--- config.mk ---
export PLATFORM = sky130hd
export DESIGN_NAME = host_irq_status
export DESIGN_NICKNAME = d
export VERILOG_FILES = /design/src/rtl/host_irq_pkg.sv /design/src/rtl/irq_evt_latch.sv /design/src/rtl/irq_mask_reg.sv /design/src/rtl/irq_group_summary.sv /design/src/rtl/host_irq_status.sv
export SDC_FILE = /design/constraint.sdc
export NUM_CORES = 1
export LEC_CHECK = 0
export BUFFER_PORTS_ARGS = -buffer_cell sky130_fd_sc_hd__buf_2
export CORE_AREA = 10 10 92 54
export CTS_BUF_LIST = sky130_fd_sc_hd__clkbuf_4
export CTS_CLUSTER_SIZE = 25
export DETAILED_ROUTE_END_ITERATION = 6
export DIE_AREA = 0 0 102 64
export HOLD_SLACK_MARGIN = 0.1
export PLACE_DENSITY = 0.93
export SLEW_MARGIN = 20
export SYNTH_ARGS = -nofsm -noshare
export SYNTH_HDL_FRONTEND = slang
export SYNTH_SLANG_ARGS = --single-unit
--- constraint.sdc ---
create_clock -name clk -period 4.99 [get_ports clk]
set_input_delay 1.497 -clock clk [delete_from_list [all_inputs] [get_ports clk]]
set_output_delay 1.497 -clock clk [all_outputs]
set_load 0.1 [all_outputs]
--- src/rtl/host_irq_pkg.sv ---
// Package: shared bit map and widths of the interrupt status unit.
// Assumes a fixed 16-event map; the group masks below depend on it.
package host_irq_pkg;
    localparam int unsigned EVT_W = 16;

    localparam int unsigned B_TX_REQ = 4;
    localparam int unsigned B_RX_REQ = 5;

    localparam logic [EVT_W-1:0] RSVD_SET  = 16'h0001;
    localparam logic [EVT_W-1:0] LEVEL_SET = 16'h0030;
    localparam logic [EVT_W-1:0] DERR_SET  = 16'hB880; // bits 15,13,12,11,7
    localparam logic [EVT_W-1:0] DTMO_SET  = 16'h0600; // bits 10,9

    typedef enum logic [1:0] {
        SRC_PULSE = 2'd0,
        SRC_LEVEL = 2'd1,
        SRC_NONE  = 2'd2
    } src_kind_e;

    // Kind of source that feeds one status bit.
    function automatic src_kind_e bit_kind(input int unsigned idx);
        if (RSVD_SET[idx])       return SRC_NONE;
        else if (LEVEL_SET[idx]) return SRC_LEVEL;
        else                     return SRC_PULSE;
    endfunction
endpackage

--- src/rtl/irq_evt_latch.sv ---
// Module: sticky raw status register, one flop per bit.
// A set request beats a clear request on the same bit in the same cycle.
// Reserved bits are tied to zero. Assumes set_vec already has the
// level-type bits merged in by the parent.
module irq_evt_latch
    import host_irq_pkg::*;
#(
    parameter int unsigned W = EVT_W
) (
    input  logic         clk,
    input  logic         rst_n,
    input  logic [W-1:0] set_vec,
    input  logic [W-1:0] clr_vec,
    output logic [W-1:0] raw_q
);
    for (genvar i = 0; i < W; i++) begin : g_bit
        if (bit_kind(i) == SRC_NONE) begin : g_rsvd
            // Reserved position: no source, constant zero.
            assign raw_q[i] = 1'b0;
        end else begin : g_live
            logic q;
            // Hold, clear on write-one, set wins over clear.
            always_ff @(posedge clk) begin
                if (!rst_n) q <= 1'b0;
                else        q <= (q & ~clr_vec[i]) | set_vec[i];
            end
            assign raw_q[i] = q;
        end
    end
endmodule

--- src/rtl/irq_mask_reg.sv ---
// Module: interrupt mask register and global interrupt enable.
// Both reset to zero and load from their own write strobes.
module irq_mask_reg
    import host_irq_pkg::*;
#(
    parameter int unsigned W = EVT_W
) (
    input  logic         clk,
    input  logic         rst_n,
    input  logic         mask_we,
    input  logic [W-1:0] mask_data,
    input  logic         gie_we,
    input  logic         gie_data,
    output logic [W-1:0] mask_q,
    output logic         gie_q
);
    // Mask register load.
    always_ff @(posedge clk) begin
        if (!rst_n)       mask_q <= '0;
        else if (mask_we) mask_q <= mask_data;
    end

    // Global enable load.
    always_ff @(posedge clk) begin
        if (!rst_n)      gie_q <= 1'b0;
        else if (gie_we) gie_q <= gie_data;
    end
endmodule

--- src/rtl/irq_group_summary.sv ---
// Module: combinational summaries of the raw status. It produces the
// masked view, the gated interrupt line, and the data-error and
// data-timeout group flags. Assumes the group sets from the package.
module irq_group_summary
    import host_irq_pkg::*;
#(
    parameter int unsigned W = EVT_W,
    parameter logic [W-1:0] ERR_GRP = DERR_SET,
    parameter logic [W-1:0] TMO_GRP = DTMO_SET
) (
    input  logic [W-1:0] raw,
    input  logic [W-1:0] mask,
    input  logic         gie,
    output logic [W-1:0] masked,
    output logic         irq,
    output logic         err_any,
    output logic         tmo_any
);
    // Masked view, interrupt and group reductions.
    always_comb begin
        masked  = raw & mask;
        irq     = gie & (|masked);
        err_any = |(raw & ERR_GRP);
        tmo_any = |(raw & TMO_GRP);
    end
endmodule

--- src/rtl/host_irq_status.sv ---
// Top: raw/masked interrupt status unit for a card host controller.
// It merges the pulse events with the FIFO request levels, applies
// write-one-to-clear, and drives the summaries. Assumes the event
// pulses are synchronous to clk.
module host_irq_status
    import host_irq_pkg::*;
(
    input  logic        clk,
    input  logic        rst_n,
    input  logic [15:0] evt_in,
    input  logic        tx_req_lvl,
    input  logic        rx_req_lvl,
    input  logic        clr_we,
    input  logic [15:0] clr_data,
    input  logic        mask_we,
    input  logic [15:0] mask_data,
    input  logic        gie_we,
    input  logic        gie_data,
    output logic [15:0] raw_status,
    output logic [15:0] masked_status,
    output logic [15:0] mask_q,
    output logic        gie_q,
    output logic        irq,
    output logic        data_err,
    output logic        data_tmo
);
    localparam int unsigned W = EVT_W;

    logic [W-1:0] set_vec;
    logic [W-1:0] clr_vec;

    for (genvar i = 0; i < W; i++) begin : g_src
        if (i == B_TX_REQ) begin : g_tx
            assign set_vec[i] = tx_req_lvl;
        end else if (i == B_RX_REQ) begin : g_rx
            assign set_vec[i] = rx_req_lvl;
        end else if (bit_kind(i) == SRC_PULSE) begin : g_pulse
            assign set_vec[i] = evt_in[i];
        end else begin : g_none
            assign set_vec[i] = 1'b0;
        end
    end

    // Clear request is only live during a clear write.
    always_comb clr_vec = clr_we ? clr_data : '0;

    irq_evt_latch #(.W(W)) u_latch (
        .clk     (clk),
        .rst_n   (rst_n),
        .set_vec (set_vec),
        .clr_vec (clr_vec),
        .raw_q   (raw_status)
    );

    irq_mask_reg #(.W(W)) u_mask (
        .clk       (clk),
        .rst_n     (rst_n),
        .mask_we   (mask_we),
        .mask_data (mask_data),
        .gie_we    (gie_we),
        .gie_data  (gie_data),
        .mask_q    (mask_q),
        .gie_q     (gie_q)
    );

    irq_group_summary #(.W(W)) u_sum (
        .raw     (raw_status),
        .mask    (mask_q),
        .gie     (gie_q),
        .masked  (masked_status),
        .irq     (irq),
        .err_any (data_err),
        .tmo_any (data_tmo)
    );
endmodule

### After elaboration in Yosys (flattened, before gate mapping)

Cells that the tools add are included.
Widths: inputs -> output; s select.

* bits in registers: 32
* bits of input ports: 56
* output and inout port bits: 52
* logic and storage cells: 68

* multiplexer cells: 1
* bitwise logic cells: 47
* reductions and logical operators: 3

Operator list (count)
* $and 1x1->1: 16
* $and 16x16->16: 1
* $mux 16: 1
* $reduce_or 16->1: 1
* $not 1->1: 15
* $or 1x1->1: 15
* $reduce_or 5->1: 1
* $reduce_or 2->1: 1

### Depth between registers and ports, before layout

Gate-level depths: netlist of the first run.

* depth in word-level cells: 4
* depth in mapped cells: 4
* mapped depth without buffers: 3

### Cells and area by module

Synthesis of the first run repeated with hierarchy kept, for this count alone.

* cells, all modules: 160
* area, all modules: 1586.5 sq um

Modules (own cells, without submodules)
* irq_mask_reg: times used 1, cells an instance 54, area an instance 651.9 sq um, seq. area each 340.3 sq um
* irq_evt_latch: times used 1, cells an instance 63, area an instance 641.9 sq um, seq. area each 300.3 sq um
* irq_group_summary: times used 1, cells an instance 25, area an instance 162.7 sq um, seq. area each 0.0 sq um
* host_irq_status: times used 1, cells an instance 18, area an instance 130.1 sq um, seq. area each 0.0 sq um

### Worst setup path before layout of the first run

Ideal clock, no wire load.

* kind: flip-flop to output port
* start point: register u_mask.mask_q[12]
* end point: output port irq
* arrival: 2.864 ns
* required time: 3.493 ns
* setup slack: 0.629 ns
* cell stages (with the launch flop): 4
* path buffers: 0
* cells stage by stage: dfxtp_1 and2_1 or4_1 o31a_1

* longest elaborated chain between the ends: 3

RTL lines
* start, declared: RTL line irq_mask_reg.sv:14 `output logic [W-1:0] mask_q,`
* start signal, assigned: RTL line irq_mask_reg.sv:20 `else if (mask_we) mask_q <= mask_data;`
* $and 16x16->16: RTL line irq_group_summary.sv:21 `masked = raw & mask;`
* named net masked_status[12]: RTL line host_irq_status.sv:20 `output logic [15:0] masked_status,`
* $reduce_or 16->1: RTL line irq_group_summary.sv:22 `irq = gie & (|masked);`
* $and 1x1->1: RTL line irq_group_summary.sv:22
* end, declared: RTL line host_irq_status.sv:23 `output logic irq,`

The timed path passes the listed nets, and every way through them passes these cells.

### Worst setup path in the final report of the first run

* start point: register u_latch.g_bit[11].g_live.q
* end point: output port irq

* longest elaborated chain between the ends: 3

RTL lines
* start, declared: RTL line irq_evt_latch.sv:21 `logic q;`
* start signal, assigned: RTL line irq_evt_latch.sv:25 `else q <= (q & ~clr_vec[i]) | set_vec[i];`
* $and 16x16->16: RTL line irq_group_summary.sv:21
* $reduce_or 16->1: RTL line irq_group_summary.sv:22
* $and 1x1->1: RTL line irq_group_summary.sv:22

No other way between the ends.

==> results.py, run 1 <==
metrics = {
    "power": {
        "total_power_uw": 666,
        "vdd_drop_max_mv": 0.186,
        "cellPowerDensity_nw_per_um2": 349,
        "power_leakage_nw": 1.04,
    },
    "worst_setup_path": {
        "path_max_fanout": 5,
        "crit_type": "reg -> out",
        "worstPathRequired_ns": 3.49,
        "start_kind": "flip-flop",
        "arrival_ns": 2.10,
        "crit_path_end_kind": "output port",
    },
    "yosys": {
        "synthesis.yosys.warnings": 0,
        "syn_area_sq_um": 1470,
        "async_flop_share_pct": 0,
        "yosys.area.top_type": "dfxtp_1",
        "synth_cells": 160,
        "synth_top_area_share_pct": 43.7,
        "synth_area_leaders": "dfxtp_1 (44%), nor2b_1 (14%), mux2i_1 (12%)",
        "synth_ff_type": "dfxtp_1",
        "ys_top_cells_by_count": "dfxtp_1 (32), nor2b_1 (32), buf_4 (17), mux2i_1 (17), nand2_1 (16)",
        "synth.distinct_cells": 19,
        "seq_area_frac_synth_pct": 43.7,
        "synth_edf_count": 0,
        "ys_ff_latch": 32,
        "syn_area_per_cell_sq_um": 9.16,
    },
    "routing": {
        "wl_per_cell_microns": 15.9,
        "drc": 0,
        "wirelength_microns": 4550,
        "vias": 1373,
        "first_iter_violations": 69,
        "via_per_inst": 4.80,
        "ant_nets": 0,
        "drtPass1Iterations": 4,
    },
    "floorplanning": {
        "die_width_microns": 102,
        "die_area_sq_um": 6530,
        "initial_utilization_pct": 43.9,
        "rows": 15,
        "dieHeight_microns": 64,
        "ios": 108,
        "coreArea_sq_um": 3340,
    },
    "timing": {
        "finalSetupTns_ns": 0,
        "finalCritPeriodShare_pct": 72.2,
        "worst_pin_slew_ns": 0.500,
        "rsz0062_at_grt": "no",
        "period_minus_slack_ns": 3.60,
        "setup_viol": 0,
        "final_hold_viol_count": 0,
        "holdWs_ns": 0.519,
        "clock_skew_ns": 0,
        "fmax_mhz": 278,
        "max_slew_margin_pct": 66.6,
        "drv_slew": 0,
    },
    "global_route": {
        "grt_first_pass_wirelength_microns": 7250,
        "grt.total_usage_pct": 14.1,
        "antenna_found_initial": 0,
        "overflow": 0,
        "first_global_vias": 1482,
        "grt_max_degree": 33,
    },
    "cts": {
        "clkSlewWorstSetupHoldPaths_ns": 0.09,
        "clockBufferDepth": 2,
        "root_buffer": "clkbuf_4",
        "h-tree-depth": 2,
        "numClockSinks": 32,
        "postCtsSetupRepairBufs": 0,
        "ctsHoldBuffers": 0,
        "cts_tree": "built",
        "clock_latency_ns": 0.32,
        "post_cts_resized": 0,
        "cts_buffers": 5,
    },
    "place": {
        "hpwl_microns": 3720,
        "place_area_sq_um": 1870,
        "place_congestion": 0.778,
        "dp_cells": 281,
        "io_buffer_count": 101,
    },
    "final_layout": {
        "drive_above_1_share_pct": 44.3,
        "diodes": 0,
        "final-instance-count-excl-fill": 286,
        "finalInstanceArea_sq_um": 1910,
        "final_net_count": 302,
        "area_growth_pct": 30.5,
    },
    "worst_hold_path": {
        "hold_path.class": "reg -> reg",
    },
    "status": {
        "status": "finished, final reports clean",
    },
    "run": {
        "maxCapViolCount": 0,
    },
}
==> stage by stage <==
step / utilization (%) / setup WS (ns)
2_1_floorplan: - / 0.629
3_3_place_gp: 56.1 / 1.75
3_5_place_dp: 56.1 / 1.73
4_1_cts: 57.2 / 1.37
5_1_grt: 57.2 / 1.26
6_report: 57.2 / 1.39
==> where the power goes <==
group          internal (mW)  total (mW)  switching (mW)  leakage, nW
Combinational         0.0505       0.256           0.205        0.755
Sequential             0.272       0.286          0.0134        0.266
Clock                 0.0470       0.125          0.0782       0.0230
==> cell type report <==
class / count / area [sq um]
timing repair buffer: 101 / 505
fill: 312 / 1430
multi-input combinational: 106 / 676
tap: 42 / 52.6
sequential: 32 / 641
clock buffer: 5 / 37.5
==> sequential cells by signal, indices dropped and copies added, names as in the netlist <==
name / count
u_latch.g_bit.g_live.q: 15
u_mask.mask_q: 16
u_mask.gie_q: 1
==> cell families (layout without fill, tap and decap cells) <==
group                  count (synthesis)  count (layout)  share of synthesized area [%]
AO/OA/AOI/OAI                         18              18                           7.00
buffers and inverters                 23             106                           10.4
flip-flops                            32              32                           43.7
AND/OR/NAND/NOR                       69              69                           27.0
multiplexers                          17              17                           11.6
other                                  1               2                          0.256
==> layout by cell type (no fill, tap or decap) <==
master	netlist	routed
mux2i_1	17	17
buf_2	2	101
nor3_1	1	1
clkbuf_4	0	5
and2_1	14	14
or2_2	1	1
o31a_1	1	1
nor2b_1	32	32
a21oi_1	15	15
or4b_1	1	1
conb_1	1	2
nor2_1	1	1
a222oi_1	1	1
dfxtp_1	32	32
nand2_1	16	16
a22o_1	1	1
and2_2	1	1
or4_1	2	2
==> critical path, stage by stage, from the launching register on <==
cell and delay (ns):
dfxtp_1 0.35, a222oi_1 0.41, or4b_1 0.49, o31a_1 0.24
buf_2 0.29
==> per-layer routing <==
layer  track usage, %  share of wire [%]  vias to the layer above
li1                 -                  -                      675
met3             3.00                3.2                        9
met4             6.64                2.4                        0
met1             13.1                 34                      648
met2             28.5                 60                       41
met5                0                  0                        -
==> path summary, 6_finish.rpt <==
kind / to / startpoint / slack (ns) / depth (start not counted)
setup / recovery: irq / u_latch.g_bit[11].g_live.q$_SDFF_PN0_ / 1.39 / 4
hold / removal: u_mask.mask_q[0]$_SDFFE_PN0P_ / u_mask.mask_q[0]$_SDFFE_PN0P_ / 0.52 / 2
setup reg to reg: u_latch.g_bit[13].g_live.q$_SDFF_PN0_ / u_latch.g_bit[13].g_live.q$_SDFF_PN0_ / 4.32 / 2
hold reg to reg: u_mask.mask_q[0]$_SDFFE_PN0P_ / u_mask.mask_q[0]$_SDFFE_PN0P_ / 0.52 / 2
Note: power is estimated with default switching activity, not from simulation.
==> run 2: changes to the inputs <==
--- a/config.mk
+++ b/config.mk
@@ -6,13 +6,13 @@
 export NUM_CORES = 1
 export LEC_CHECK = 0
 export BUFFER_PORTS_ARGS = -buffer_cell sky130_fd_sc_hd__buf_2
-export CORE_AREA = 10 10 92 54
+export CORE_AREA = 10 10 100 58
 export CTS_BUF_LIST = sky130_fd_sc_hd__clkbuf_4
 export CTS_CLUSTER_SIZE = 25
 export DETAILED_ROUTE_END_ITERATION = 6
-export DIE_AREA = 0 0 102 64
+export DIE_AREA = 0 0 110 68
 export HOLD_SLACK_MARGIN = 0.1
-export PLACE_DENSITY = 0.93
+export PLACE_DENSITY = 0.83
 export SLEW_MARGIN = 20
 export SYNTH_ARGS = -nofsm -noshare
 export SYNTH_HDL_FRONTEND = slang
==> constraint.sdc (replaced) <==
create_clock -name clk -period 2.94 [get_ports clk]
set_input_delay 0.882 -clock clk [delete_from_list [all_inputs] [get_ports clk]]
set_output_delay 0.882 -clock clk [all_outputs]
set_load 0.1 [all_outputs]
==> results.py, run 2 (same netlist as run 1, synthesis figures left out) <==
metrics = {
    "worst_setup_path": {
        "start_kind": "flip-flop",
        "path_max_fanout": 3,
        "crit_type": "reg -> out",
        "arrival_ns": 2.03,
        "worstPathRequired_ns": 2.06,
        "worst_r2r_path_depth": 3,
        "crit_path_end_kind": "output port",
    },
    "final_layout": {
        "area_growth_pct": 39.5,
        "largest_reg_flops": 16,
        "layout.area.seq_sq_um": 659,
        "nFillCells": 417,
        "final_common_cell": "buf_2",
        "drive_above_1_share_pct": 55.4,
        "final_core_utilization_pct": 49.3,
        "regMostFlops": "u_mask.mask_q",
        "final_net_count": 306,
        "reg_top3": "u_mask.mask_q: 16 flops, u_latch.g_bit.g_live.q: 15 flops, u_mask.gie_q: 1 flops",
        "final_cell_mix": "buf_2 (100), nor2b_1 (32), dfxtp_1 (19)",
        "multiInputGateArea_sq_um": 706,
        "finalInstanceArea_sq_um": 2040,
        "diodes": 0,
    },
    "power": {
        "pwr-share-comb_pct": 37.9,
        "power_leakage_nw": 1.10,
        "cellPowerDensity_nw_per_um2": 581,
        "clkPwrFrac_pct": 21.1,
        "internal_power_uw": 671,
        "p_switching_uw": 515,
        "p_seq_share_pct": 41.0,
        "vdd_drop_max_mv": 0.333,
        "p_sw_share_pct": 43.4,
    },
    "global_route": {
        "grt.total_usage_pct": 11.5,
        "overflow": 0,
        "grt_first_pass_wirelength_microns": 6650,
        "antenna_found_initial": 0,
        "first_global_vias": 1293,
        "grt_max_degree": 33,
    },
    "routing": {
        "first_iter_violations": 50,
        "via_per_inst": 4.43,
        "ant_nets": 0,
        "vias": 1365,
        "drc": 0,
        "wirelength_microns": 4610,
        "drtPass1Iterations": 4,
        "wl_per_cell_microns": 15.0,
    },
    "place": {
        "io_buffer_count": 101,
        "place_congestion": 0.843,
        "pre_cts_ws_ns": 0.180,
        "place_area_sq_um": 1920,
    },
    "floorplanning": {
        "ios": 108,
        "die_area_sq_um": 7480,
        "initial_utilization_pct": 35.3,
        "die_width_microns": 110,
        "coreArea_sq_um": 4150,
        "rows": 17,
        "dieHeight_microns": 68,
    },
    "cts": {
        "h-tree-depth": 2,
        "clkSlewWorstSetupHoldPaths_ns": 0.10,
        "cts_tree": "built",
        "clockBufferDepth": 2,
        "root_buffer": "clkbuf_4",
        "clock_latency_ns": 0.31,
        "numClockSinks": 32,
        "cts_buffers": 5,
    },
    "timing": {
        "worst_pin_slew_ns": 0.546,
        "clock_skew_ns": 0,
        "max_slew_margin_pct": 63.6,
        "period_minus_slack_ns": 2.91,
        "final_hold_viol_count": 0,
        "holdWs_ns": 0.526,
        "rsz0062_at_grt": "yes",
        "drv_slew": 0,
        "finalSetupTns_ns": 0,
        "setup_viol": 0,
        "fin_ws_ns": 0.0266,
        "finalCritPeriodShare_pct": 99.1,
        "fmax_mhz": 343,
    },
    "run": {
        "maxCapViolCount": 0,
    },
    "worst_hold_path": {
        "hold_depth": 2,
        "hold_path.class": "reg -> reg",
    },
    "status": {
        "status": "finished, final reports clean",
    },
}
-- run 2: cell count changes in the layout (fill, tap and decap cells not counted), moves of 2 or more --
cell	previous run	this run
buf_4	0	4
and2_4	0	4
dfxtp_2	0	12
and2_2	1	7
clkbuf_4	5	7
and2_1	14	4
dfxtp_1	32	19
-- run 2: worst paths after layout --
kind,start,endpoint,slack (ns)
worst min register to register,u_mask.mask_q[7]$_SDFFE_PN0P_,u_mask.mask_q[7]$_SDFFE_PN0P_,0.53
worst max register to register,u_latch.g_bit[11].g_live.q$_SDFF_PN0_,u_latch.g_bit[11].g_live.q$_SDFF_PN0_,2.17
worst max-delay path,u_latch.g_bit[13].g_live.q$_SDFF_PN0_,irq,0.03
worst min-delay path,u_mask.mask_q[7]$_SDFFE_PN0P_,u_mask.mask_q[7]$_SDFFE_PN0P_,0.53
-- run 2: power by group through the flow --
stage	registers, mW	logic, mW	clock network (mW)
after floorplan	0.591	0.277	0
after global placement	0.496	0.435	0
after detailed placement	0.498	0.439	0
after CTS	0.488	0.449	0.258
after global routing	0.492	0.469	0.275
final	0.487	0.449	0.251
-- run 2: layout make-up --
class                   instances  area share (%)
clock buffers                   7            2.57
well taps                      57            3.49
flip-flops and latches         32            32.3
clock inverters                 1           0.184
repair buffers                105            26.9
multi-input cells             106            34.5
-- run 2: what timing repair did --
action	4_1_cts	5_1_grt
endpoints found under the hold margin	0	0
hold buffers	0	0
buffers inserted	2	2
gates resized for setup	8	2
endpoints found under the setup margin	1	1
pin swaps	1	1
-- run 2: per-stage QoR --
step                power (mW)  cells
floorplan                0.868    161
global placement         0.931    296
detailed placement       0.937    296
CTS                       1.19    306
global route              1.24    308
finish                    1.19    308
-- run 2: worst max-delay path, cell delays in order, from the launching register on --
cell,delay (ns)
dfxtp_4,0.36
a222oi_1,0.37
or4b_4,0.52
o31a_4,0.30
buf_12,0.17
-- run 2: metal layers --
metal  global-route usage (%)  vias to the layer above  wire, microns
met5                        0                        -              0
met4                     2.42                        0             17
met3                     6.37                        2            648
met2                     17.1                       61           1930
met1                     14.3                      613           2010
li1                         -                      689              -
==> run 3: changes to the inputs <==
--- a/config.mk
+++ b/config.mk
@@ -13,6 +13,7 @@
 export DIE_AREA = 0 0 110 68
 export HOLD_SLACK_MARGIN = 0.1
 export PLACE_DENSITY = 0.83
+export SETUP_SLACK_MARGIN = 0.1
 export SLEW_MARGIN = 20
 export SYNTH_ARGS = -nofsm -noshare
 export SYNTH_HDL_FRONTEND = slang
==> results.py, run 3 (same netlist as run 1, synthesis figures left out) <==
metrics = {
    "timing": {
        "worst_pin_slew_ns": 0.553,
        "rsz0062_at_grt": "yes",
        "setup_viol": 0,
        "period_minus_slack_ns": 2.93,
        "clock_skew_ns": 0,
        "fmax_mhz": 341,
        "fin_ws_ns": 0.0116,
        "max_slew_margin_pct": 63.2,
        "drv_slew": 0,
        "finalCritPeriodShare_pct": 99.6,
        "final_hold_viol_count": 0,
        "finalSetupTns_ns": 0,
    },
    "power": {
        "p_switching_uw": 512,
        "p_sw_share_pct": 43.3,
        "clkPwrFrac_pct": 20.8,
        "pwr-share-comb_pct": 37.8,
        "total_power_mw": 1.18,
        "internal_power_uw": 671,
        "power_leakage_nw": 1.09,
        "cellPowerDensity_nw_per_um2": 582,
        "p_seq_share_pct": 41.3,
        "vdd_drop_max_mv": 0.242,
    },
    "routing": {
        "vias": 1349,
        "first_iter_violations": 56,
        "via_per_inst": 4.41,
        "wl_per_cell_microns": 15.0,
        "ant_nets": 0,
        "drc": 0,
        "drtPass1Iterations": 4,
        "wirelength_microns": 4600,
    },
    "worst_setup_path": {
        "start_kind": "flip-flop",
        "crit_path_end_kind": "output port",
        "crit_start": "u_latch.g_bit[11].g_live.q$_SDFF_PN0_",
        "crit_type": "reg -> out",
        "path_max_fanout": 2,
        "arrival_ns": 2.05,
        "worstReg2RegStart": "u_mask.mask_q[11]$_SDFFE_PN0P_",
        "worstPathRequired_ns": 2.06,
        "worst_r2r_path_depth": 3,
    },
    "global_route": {
        "grt_max_degree": 33,
        "antenna_found_initial": 1,
        "overflow": 0,
        "first_global_vias": 1341,
        "grt.total_usage_pct": 11.4,
        "grt_first_pass_wirelength_microns": 6590,
    },
    "cts": {
        "h-tree-depth": 2,
        "cts_buffers": 5,
        "root_buffer": "clkbuf_4",
        "clockBufferDepth": 2,
        "numClockSinks": 32,
        "ctsHoldBuffers": 0,
        "clkSlewWorstSetupHoldPaths_ns": 0.09,
        "clock_latency_ns": 0.31,
        "cts_tree": "built",
    },
    "worst_hold_path": {
        "hp-start": "u_mask.mask_q[15]$_SDFFE_PN0P_",
        "hold_path.class": "reg -> reg",
        "hold_depth": 2,
    },
    "final_layout": {
        "diodes": 0,
        "finalInstanceArea_sq_um": 2030,
        "final_common_cell": "buf_2",
        "reg_top3": "u_mask.mask_q: 16 flops, u_latch.g_bit.g_live.q: 15 flops, u_mask.gie_q: 1 flops",
        "largest_reg_flops": 16,
        "regMostFlops": "u_mask.mask_q",
        "area_growth_pct": 38.7,
        "nFillCells": 410,
        "drive_above_1_share_pct": 55.4,
        "final_net_count": 304,
        "final_cell_mix": "buf_2 (100), nor2b_1 (32), dfxtp_1 (18)",
    },
    "floorplanning": {
        "rows": 17,
        "dieHeight_microns": 68,
        "die_width_microns": 110,
        "die_area_sq_um": 7480,
        "initial_utilization_pct": 35.3,
        "ios": 108,
        "coreArea_sq_um": 4150,
    },
    "place": {
        "pre_cts_ws_ns": 0.261,
        "io_buffer_count": 101,
        "hpwl_microns": 3700,
        "place_area_sq_um": 1940,
        "place_congestion": 0.797,
    },
    "run": {
        "maxCapViolCount": 0,
    },
    "status": {
        "status": "finished, final reports clean",
    },
}
==> run 3: cell count changes in the layout (fill, tap and decap cells not counted), sizes merged <==
cell / change
buf: -2
==> run 3: cell type report <==
type,count,area [sq um],share of cell area (%)
clock buffers,7,52.6,2.59
clock inverters,1,3.75,0.185
multi-input cells,106,711,35.0
flip-flops and latches,32,658,32.4
well taps,57,71.3,3.51
repair buffers,103,536,26.4
==> run 3: worst paths after layout <==
| check | slack [ns] | endpoint |
|---|---|---|
| worst max register to register | 2.16 | u_mask.mask_q[11]$_SDFFE_PN0P_ |
| worst max-delay path | 0.01 | irq |
| worst min register to register | 0.53 | u_mask.mask_q[15]$_SDFFE_PN0P_ |
| worst min-delay path | 0.53 | u_mask.mask_q[15]$_SDFFE_PN0P_ |
==> run 3: power groups by stage <==
stage / Clock (mW) / Sequential, mW / Combinational (mW)
2_1_floorplan: 0 / 0.592 / 0.278
3_3_place_gp: 0 / 0.496 / 0.439
3_5_place_dp: 0 / 0.498 / 0.441
4_1_cts: 0.261 / 0.488 / 0.450
5_1_grt: 0.285 / 0.494 / 0.465
6_report: 0.246 / 0.489 / 0.447
==> run 3: repair_timing <==
item	CTS	global route
endpoints found under the setup margin	1	1
setup buffers	1	0
gates resized for setup	6	2
pin swaps	1	1
==> run 3: critical path, cell delays in order (launching register included) <==
cell      delay (ns)
dfxtp_2         0.33
a222oi_1        0.42
or4b_4          0.52
o31a_4          0.29
buf_12          0.16
==> run 3: per-layer routing <==
| metal | share of wire, % | global-route usage [%] | vias up | wire length [microns] |
|---|---|---|---|---|
| met5 | 0 | 0 | - | 0 |
| met4 | 0.24 | 2.74 | 0 | 11 |
| met3 | 14 | 6.84 | 2 | 623 |
| met2 | 42 | 17.1 | 64 | 1910 |
| met1 | 45 | 13.8 | 603 | 2050 |
| li1 | - | - | 680 | - |
==> run 3: stage by stage <==
stage / std cells / utilization, % / hold slack (ns)
final: 306 / 49.0 / 0.526
after global routing: 306 / 49.0 / 0.555
after CTS: 306 / 48.9 / 0.534
after detailed placement: 297 / 46.8 / 0.507
after global placement: 297 / 46.8 / 0.495
after floorplan: 161 / - / 0.488
